`config.mk`:
```
export PLATFORM = sky130hd
export DESIGN_NAME = fuzzy_serial_select
export DESIGN_NICKNAME = d
export VERILOG_FILES = /design/src/rtl/fz_sel_pkg.sv /design/src/rtl/fz_cmp_fsm.sv /design/src/rtl/fz_len_counter.sv /design/src/rtl/fz_out_mux.sv /design/src/rtl/fuzzy_serial_select.sv
export SDC_FILE = /design/constraint.sdc
export NUM_CORES = 1
export LEC_CHECK = 0
export CAP_MARGIN = 20
export CORE_AREA = 2 2 39 41
export CTS_CLUSTER_SIZE = 14
export DETAILED_ROUTE_END_ITERATION = 10
export DIE_AREA = 0 0 41 43
export DONT_BUFFER_PORTS = 1
export PLACE_DENSITY = 0.58
export SYNTH_ARGS = -nofsm -noshare
export SYNTH_HDL_FRONTEND = slang
export SYNTH_SLANG_ARGS = --single-unit
```
`constraint.sdc`:
```
create_clock -name clk -period 1.6 [get_ports clk]
set_input_delay 0 -clock clk [delete_from_list [all_inputs] [get_ports clk]]
set_output_delay 0 -clock clk [all_outputs]
set_load 0.02 [all_outputs]
```
`src/rtl/fz_sel_pkg.sv`:
```
package fz_sel_pkg;
  typedef enum logic [1:0] {
    CMP_EQ  = 2'd0,
    CMP_AGT = 2'd1,
    CMP_ALT = 2'd2
  } cmp_state_e;
endpackage

```
`src/rtl/fz_cmp_fsm.sv`:
```
module fz_cmp_fsm
  import fz_sel_pkg::*;
(
  input  logic       clk,
  input  logic       rst_n,
  input  logic       start,
  input  logic       take,
  input  logic       a_bit,
  input  logic       b_bit,
  output cmp_state_e state_q,
  output cmp_state_e decision
);
  cmp_state_e state_d;

  // decision: state including the bit pair presented this cycle
  always_comb begin
    decision = state_q;
    if (state_q == CMP_EQ && a_bit != b_bit) begin
      decision = a_bit ? CMP_AGT : CMP_ALT;
    end
  end

  always_comb begin
    state_d = state_q;
    if (start) begin
      state_d = CMP_EQ;
    end else if (take) begin
      state_d = decision;
    end
  end

  always_ff @(posedge clk or negedge rst_n) begin
    if (!rst_n) begin
      state_q <= CMP_EQ;
    end else begin
      state_q <= state_d;
    end
  end
endmodule

```
`src/rtl/fz_len_counter.sv`:
```
module fz_len_counter #(
  parameter int unsigned N = 8
) (
  input  logic clk,
  input  logic rst_n,
  input  logic start,
  input  logic take,
  output logic done
);
  localparam int unsigned CW = $clog2(N + 1);
  localparam logic [CW-1:0] LAST = CW'(N - 1);
  localparam logic [CW-1:0] FULL = CW'(N);

  logic [CW-1:0] cnt_q, cnt_d;
  logic          done_d;
  logic          cnt_en;

  always_comb begin
    cnt_en = start || (take && cnt_q != FULL);
    cnt_d  = start ? '0 : cnt_q + 1'b1;
    done_d = take && !start && (cnt_q == LAST);
  end

  always_ff @(posedge clk or negedge rst_n) begin
    if (!rst_n) begin
      cnt_q <= '0;
    end else if (cnt_en) begin
      cnt_q <= cnt_d;
    end
  end

  always_ff @(posedge clk or negedge rst_n) begin
    if (!rst_n) begin
      done <= 1'b0;
    end else begin
      done <= done_d;
    end
  end
endmodule

```
`src/rtl/fz_out_mux.sv`:
```
module fz_out_mux
  import fz_sel_pkg::*;
(
  input  logic       take,
  input  logic       mode_max,
  input  cmp_state_e decision,
  input  logic       a_bit,
  input  logic       b_bit,
  output logic       out_bit
);
  logic pick_a;

  always_comb begin
    unique case (decision)
      CMP_AGT: pick_a = mode_max;
      CMP_ALT: pick_a = !mode_max;
      default: pick_a = 1'b0;
    endcase
    out_bit = take && (pick_a ? a_bit : b_bit);
  end
endmodule

```
`src/rtl/fuzzy_serial_select.sv`:
```
module fuzzy_serial_select
  import fz_sel_pkg::*;
#(
  parameter int unsigned N = 8
) (
  input  logic clk,
  input  logic rst_n,
  input  logic start,
  input  logic mode_max,
  input  logic bit_valid,
  input  logic a_bit,
  input  logic b_bit,
  output logic out_bit,
  output logic done
);
  logic       take;
  logic       mode_q;
  cmp_state_e state_q;
  cmp_state_e decision;

  assign take = bit_valid && !start;

  always_ff @(posedge clk or negedge rst_n) begin
    if (!rst_n) begin
      mode_q <= 1'b0;
    end else if (start) begin
      mode_q <= mode_max;
    end
  end

  fz_cmp_fsm u_fsm (
    .clk      (clk),
    .rst_n    (rst_n),
    .start    (start),
    .take     (take),
    .a_bit    (a_bit),
    .b_bit    (b_bit),
    .state_q  (state_q),
    .decision (decision)
  );

  fz_len_counter #(.N(N)) u_len (
    .clk   (clk),
    .rst_n (rst_n),
    .start (start),
    .take  (take),
    .done  (done)
  );

  fz_out_mux u_mux (
    .take     (take),
    .mode_max (mode_q),
    .decision (decision),
    .a_bit    (a_bit),
    .b_bit    (b_bit),
    .out_bit  (out_bit)
  );
endmodule

```
==> results.cfg, run 1 <==
[worst_setup_path]
worst_setup_path_end_kind = primary output
cp.arrival_ns = 1.37
path_delay_family = buffers and inverters
required_ns = 1.60
setup.worst_path.class = primary input to primary output
critPathMaxStageDelay_ns = 0.68
cp_num_buf_inv = 2
worstPathMaxFanout = 10
crit_path_cell_trace = dlygate4sd3_1 > nand2b_1 > nor4_1 > buf_4
slowest_stage = dlygate4sd3_1
start_kind = primary input

[logic_synthesis]
synth_top_flop_cell = dfrtp_1
seq_area_frac_synth = 0.452
synth_cells = 44
synthXorXnorAreaFrac = 0.0198
synth-seq-cells = 8
synth_top_area_cell = dfrtp_1
yosys.area_share.simple = 0.285
synth_edf_count = 0
synth-adder-area-share = 0.0565
synth_top_family_by_area = simple AND/OR/NAND/NOR gates
synthDominantCellAreaShare = 0.452
synthArstFlopShare = 1.00
synth.distinct_cells = 21
syn_area_um2 = 443
synth.area.mux_share = 0.0819
yosysWarnings = 0
syn_nets = 53
avgSynthCellArea_um2 = 10.1
synth.area.top_cells = dfrtp_1 45%, nor2_1 5.9%, and4bb_1 5.6%
synth_compound_area_frac = 0.0763

[timing]
relSlewSlack = 0.739
tightest_slew_ns = 0.391
rsz0062_at_grt = no
hold_viol = 0
finalSetupTns_ns = 0
period_share = 0.854
finalCriticalPeriod_ns = 1.37
clock_skew_ns = 0.00174
setup_viol = 0
max_freq_mhz = 732
final-max-slew-violation-count = 0

[floorplan]
floorplan.initialDensity = 0.320
num_rows = 14
coreArea_um2 = 1380
die_y_um = 43
die_area_um2 = 1760
pin_count = 9
die_x_um = 41

[detailed_routing]
vias = 314
wire_per_inst_um = 11.1
ant_nets = 0
wl_um = 745
drt-initial-drc-count = 8
drc = 0
routed_via_density = 4.69
dr.pass1.iters = 3

[placed_design]
gp_congestion = 0.735
io_buffers = 0
hpwl_um = 542

[cts]
post-cts-setup-buffers = 0
numCtsBuffers = 3
cts_max_path_buffers = 2
clkSinkCount = 8
cts_resized = 0
root_buffer = clkbuf_4
clock_latency_ns = 0.25
clkSlewWorstSetupHoldPaths_ns = 0.05
cts_tree = done
htreeDepth = 1

[final_layout]
n_fill_cell = 142
area_growth_pct = 19.2
layout.nets = 62
drive_gt1_frac = 0.118
multiInputGateArea_um2 = 230
final_util = 0.382
regArea_um2 = 200
antenna_cells = 0

[global_routing]
grt_max_degree = 11
antenna_found_initial = 0
grt_pass1_vias = 279
track_usage = 0.107
overflow = 0
grt_pass1_wl_um = 1190

[worst_hold_path]
hp-class = primary input to flip-flop

[job]
maxCapViolCount = 0

[power]
vdd_drop_max_uv = 532
leakage_nw = 0.233
p_per_area_nw_per_um2 = 811

[outcome]
run_status = complete, no violations
final timing paths:
| path | from | end | slack (ns) | cells past startpoint |
|---|---|---|---|---|
| max | start | out_bit | 0.23 | 4 |
| min | bit_valid | u_len.cnt_q[3]$_DFFE_PN0P_ | 0.02 | 3 |
| max reg2reg | u_len.cnt_q[0]$_DFFE_PN0P_ | u_len.cnt_q[0]$_DFFE_PN0P_ | 0.29 | 5 |
| min reg2reg | u_len.cnt_q[3]$_DFFE_PN0P_ | u_len.done$_DFF_PN0_ | 0.48 | 1 |
| max in group asynchronous | rst_n | u_len.cnt_q[0]$_DFFE_PN0P_ | 1.21 | 1 |
| min in group asynchronous | rst_n | u_len.done$_DFF_PN0_ | 0.11 | 1 |
worst reg2reg max path: cells and delay by family (launching register included):
family | cells | cell delay (ns)
buffers and inverters | 1 | 0.09
muxes | 1 | 0.30
adders and majority gates | 1 | 0.14
DFF | 1 | 0.40
AOI/OAI and AO/OA | 1 | 0.21
and+or+nand+nor | 1 | 0.06
cell usage in the layout (no fill, tap or decap), drive strengths merged:
master	instances
dfrtp	8
nor2	7
nand2	4
dlygate4sd3	4
nand2b	3
clkbuf	3
inv	2
nor3	2
o21a	2
and4bb	2
ha	2
a21oi	2
mux2	2
o21ai	1
nor4bb	1
nor4	1
or3b	1
mux2i	1
nand4	1
xor2	1
buf	1
cell families (layout without fill, tap and decap cells):
family                   after synthesis  after routing
adder cells (fa/ha/maj)                2              2
multiplexers                           3              3
AND/OR/NAND/NOR                       22             22
XOR/XNOR                               1              1
flip-flops                             8              8
AO/OA/AOI/OAI                          5              5
buffers and inverters                  3             10
synthesized netlist by cell type, drive strengths merged (2+ instances only):
| master | number |
|---|---|
| inv | 2 |
| a21oi | 2 |
| nand2 | 4 |
| nand2b | 3 |
| ha | 2 |
| dfrtp | 8 |
| nor3 | 2 |
| nor2 | 7 |
| mux2 | 2 |
| o21a | 2 |
| and4bb | 2 |
repair_timing:
item / 4_1_cts / 5_1_grt
setup endpoints to repair: 0 / 0
endpoints found under the hold margin: 16 / 0
hold buffers: 4 / 0
stage by stage:
stage,setup slack [ns],std cells,hold WS [ns],cell area (um2),total power [mW]
global placement,0.300,60,-0.295,465,0.267
CTS,0.211,67,0.0114,528,0.440
global route,0.131,67,0.0207,528,0.459
finish,0.234,67,0.0172,528,0.428
floorplan,0.275,44,-0.296,443,0.263
detailed placement,0.301,60,-0.295,465,0.268
power breakdown:
group	total (mW)	switching, mW	internal [mW]	leakage [nW]
combinational	0.0557	0.0252	0.0305	0.112
sequential	0.224	0.0110	0.213	0.107
clock	0.149	0.0633	0.0855	0.0138
total	0.428	0.0995	0.329	0.233
metal layers:
metal / wire length (um) / GRT usage
met1: 384 / 0.152
met2: 330 / 0.131
met3: 30 / 0.0942
met4: 0 / 0
met5: 0 / 0
layout make-up:
| type | instances | area share |
|---|---|---|
| clock buffer | 3 | 0.0427 |
| inverter | 2 | 0.0142 |
| multi-input combinational | 33 | 0.436 |
| sequential | 8 | 0.379 |
| tap | 16 | 0.0379 |
| timing repair buffer | 5 | 0.0900 |
sequential cells by signal, indices dropped and copies added (netlist names):
| register | cells |
|---|---|
| mode_q | 1 |
| u_fsm.state_q | 2 |
| u_len.cnt_q | 4 |
| u_len.done | 1 |
Note: power is estimated with default switching activity, not from simulation.
==> run 2: changes to the inputs <==
Settings changed: PLACE_DENSITY 0.58 to 0.6.
Clock period 1.6 ns to 1.2 ns, I/O delays scaled along.
==> results.cfg, run 2 (same netlist as run 1, synthesis figures left out) <==
[outcome]
violations = negative setup slack
run_status = finished, violations left

[placed_design]
placed_area_um2 = 502
gp_congestion = 0.742
hpwl_um = 642
io_buffers = 0
place_inst = 64

[global_routing]
antenna_found_initial = 0
grt_max_degree = 10
met3_usage = 0.0576
top_usage_layer = met2
track_usage = 0.136
grt_pass1_wl_um = 1550
overflow = 0
grt_pass1_vias = 370
use_met2 = 0.206
grt_util_met1 = 0.150

[worst_setup_path]
cp.arrival_ns = 1.37
worst_setup_path_end_kind = primary output
path_delay_family = flip-flops
r2r_end = u_len.cnt_q[0]$_DFFE_PN0P_
crit_path_cell_trace = o21ai_2 > a21oi_2 > nor4_2 > buf_4
worstPathMaxFanout = 5
required_ns = 1.20
slowest_stage = dfrtp_2
r2r-start = u_len.cnt_q[1]$_DFFE_PN0P_
cp.depth = 4
r2r_cells = 5
r2r_slack_ns = -0.12
critPathMaxStageDelay_ns = 0.44
setup.worst_path.class = flip-flop to primary output
start_kind = flip-flop
cp_num_buf_inv = 1

[power]
fin_total_pwr_mw = 0.620
vdd_drop_max_uv = 514
p_per_area_nw_per_um2 = 990
comb_power_share = 0.189
switching_share = 0.247
leakage_nw = 0.274
power.switching_mw = 0.153
pwr-share-seq = 0.487
internal-power_mw = 0.467
power.share.clock = 0.323

[final_layout]
top_regs = u_len.cnt_q (4), u_fsm.state_q (2)
area_growth_pct = 41.5
n_fill_cell = 128
largest-register = u_len.cnt_q
multiInputGateArea_um2 = 277
design_area_um2 = 627
regArea_um2 = 201
largest_register_ffs = 4
antenna_cells = 0
final_cell_mix = 7 x nor2_1, 7 x dfrtp_1, 6 x buf_4
layout.nets = 68
drive_gt1_frac = 0.404
fin_cells = 73

[timing]
max_freq_mhz = 732
hold_viol = 0
setup_viol = 4
clock_skew_ns = 0.00157
rsz0062_at_grt = yes
tightest_slew_ns = 0.354
relSlewSlack = 0.761
finalCriticalPeriod_ns = 1.37
holdWs_ns = 0.00843
period_share = 1.14
final-max-slew-violation-count = 0
timing.final.ws_setup_ns = -0.166

[floorplan]
floorplan.initialDensity = 0.320
die_x_um = 41
coreArea_um2 = 1380
pin_count = 9
num_rows = 14
die_y_um = 43
die_area_um2 = 1760

[cts]
clkSlewWorstSetupHoldPaths_ns = 0.05
clkSinkCount = 8
cts_max_path_buffers = 2
clock_latency_ns = 0.25
cts_tree = done
root_buffer = clkbuf_4
htreeDepth = 1
numCtsBuffers = 3

[detailed_routing]
dr.pass1.iters = 2
drt-initial-drc-count = 2
routed_via_density = 5.04
ant_nets = 0
wire_per_inst_um = 12.5
wl_um = 915
vias = 368
drc = 0

[worst_hold_path]
whs_endpoint = u_len.cnt_q[0]$_DFFE_PN0P_
hold_path_depth = 2
hp-start = start
hp-class = primary input to flip-flop

[job]
maxCapViolCount = 0
-- run 2: changes by cell type in the layout (fill, tap and decap cells not counted), moves of 2 or more --
cell,delta
nand2_1,-2
inv_1,-2
buf_4,+5
ha_4,+2
nand2_2,+2
ha_1,-2
inv_2,+2
-- run 2: cell type report --
class	count	area share
clock buffers	3	0.0359
well taps	16	0.0319
multi-input cells	33	0.441
repair buffers	11	0.158
flip-flops and latches	8	0.321
inverters	2	0.0120
-- run 2: routing by layer --
layer  wire (um)  share of wire
met4          19          0.021
met2         462           0.50
met5           0              0
met3          52          0.057
met1         381           0.42
-- run 2: power groups by stage --
| stage | Combinational (mW) | Sequential (mW) | Clock (mW) |
|---|---|---|---|
| after global routing | 0.132 | 0.303 | 0.235 |
| after detailed placement | 0.0753 | 0.302 | 0 |
| after global placement | 0.0738 | 0.300 | 0 |
| final | 0.117 | 0.302 | 0.201 |
| after floorplan | 0.0534 | 0.299 | 0 |
| after CTS | 0.101 | 0.299 | 0.209 |
-- run 2: repair_timing --
item,4_1_cts,5_1_grt
pin swaps,3,5
hold endpoints to repair,16,0
endpoints found under the setup margin,4,4
resized for setup,4,11
hold buffers,4,0
setup buffers,1,1
-- run 2: stage by stage --
stage | util | worst slack [ns] | TNS [ns]
after floorplan | - | -0.0509 | -0.0509
after global placement | 0.363 | -0.0459 | -0.0466
after detailed placement | 0.363 | -0.0705 | -0.110
after CTS | 0.419 | -0.164 | -0.321
after global routing | 0.453 | -0.226 | -0.634
final | 0.453 | -0.166 | -0.416
-- run 2: how the worst max path moves through the flow --
stage / startpoint / to / slack [ns]
after floorplan: u_len.cnt_q[0]$_DFFE_PN0P_ / u_len.cnt_q[0]$_DFFE_PN0P_ / -0.05
after global placement: u_len.cnt_q[0]$_DFFE_PN0P_ / u_len.cnt_q[0]$_DFFE_PN0P_ / -0.05
after detailed placement: u_len.cnt_q[0]$_DFFE_PN0P_ / u_len.cnt_q[0]$_DFFE_PN0P_ / -0.07
after CTS: mode_q$_DFFE_PN0P_ / out_bit / -0.16
after global routing: mode_q$_DFFE_PN0P_ / out_bit / -0.23
final: mode_q$_DFFE_PN0P_ / out_bit / -0.17
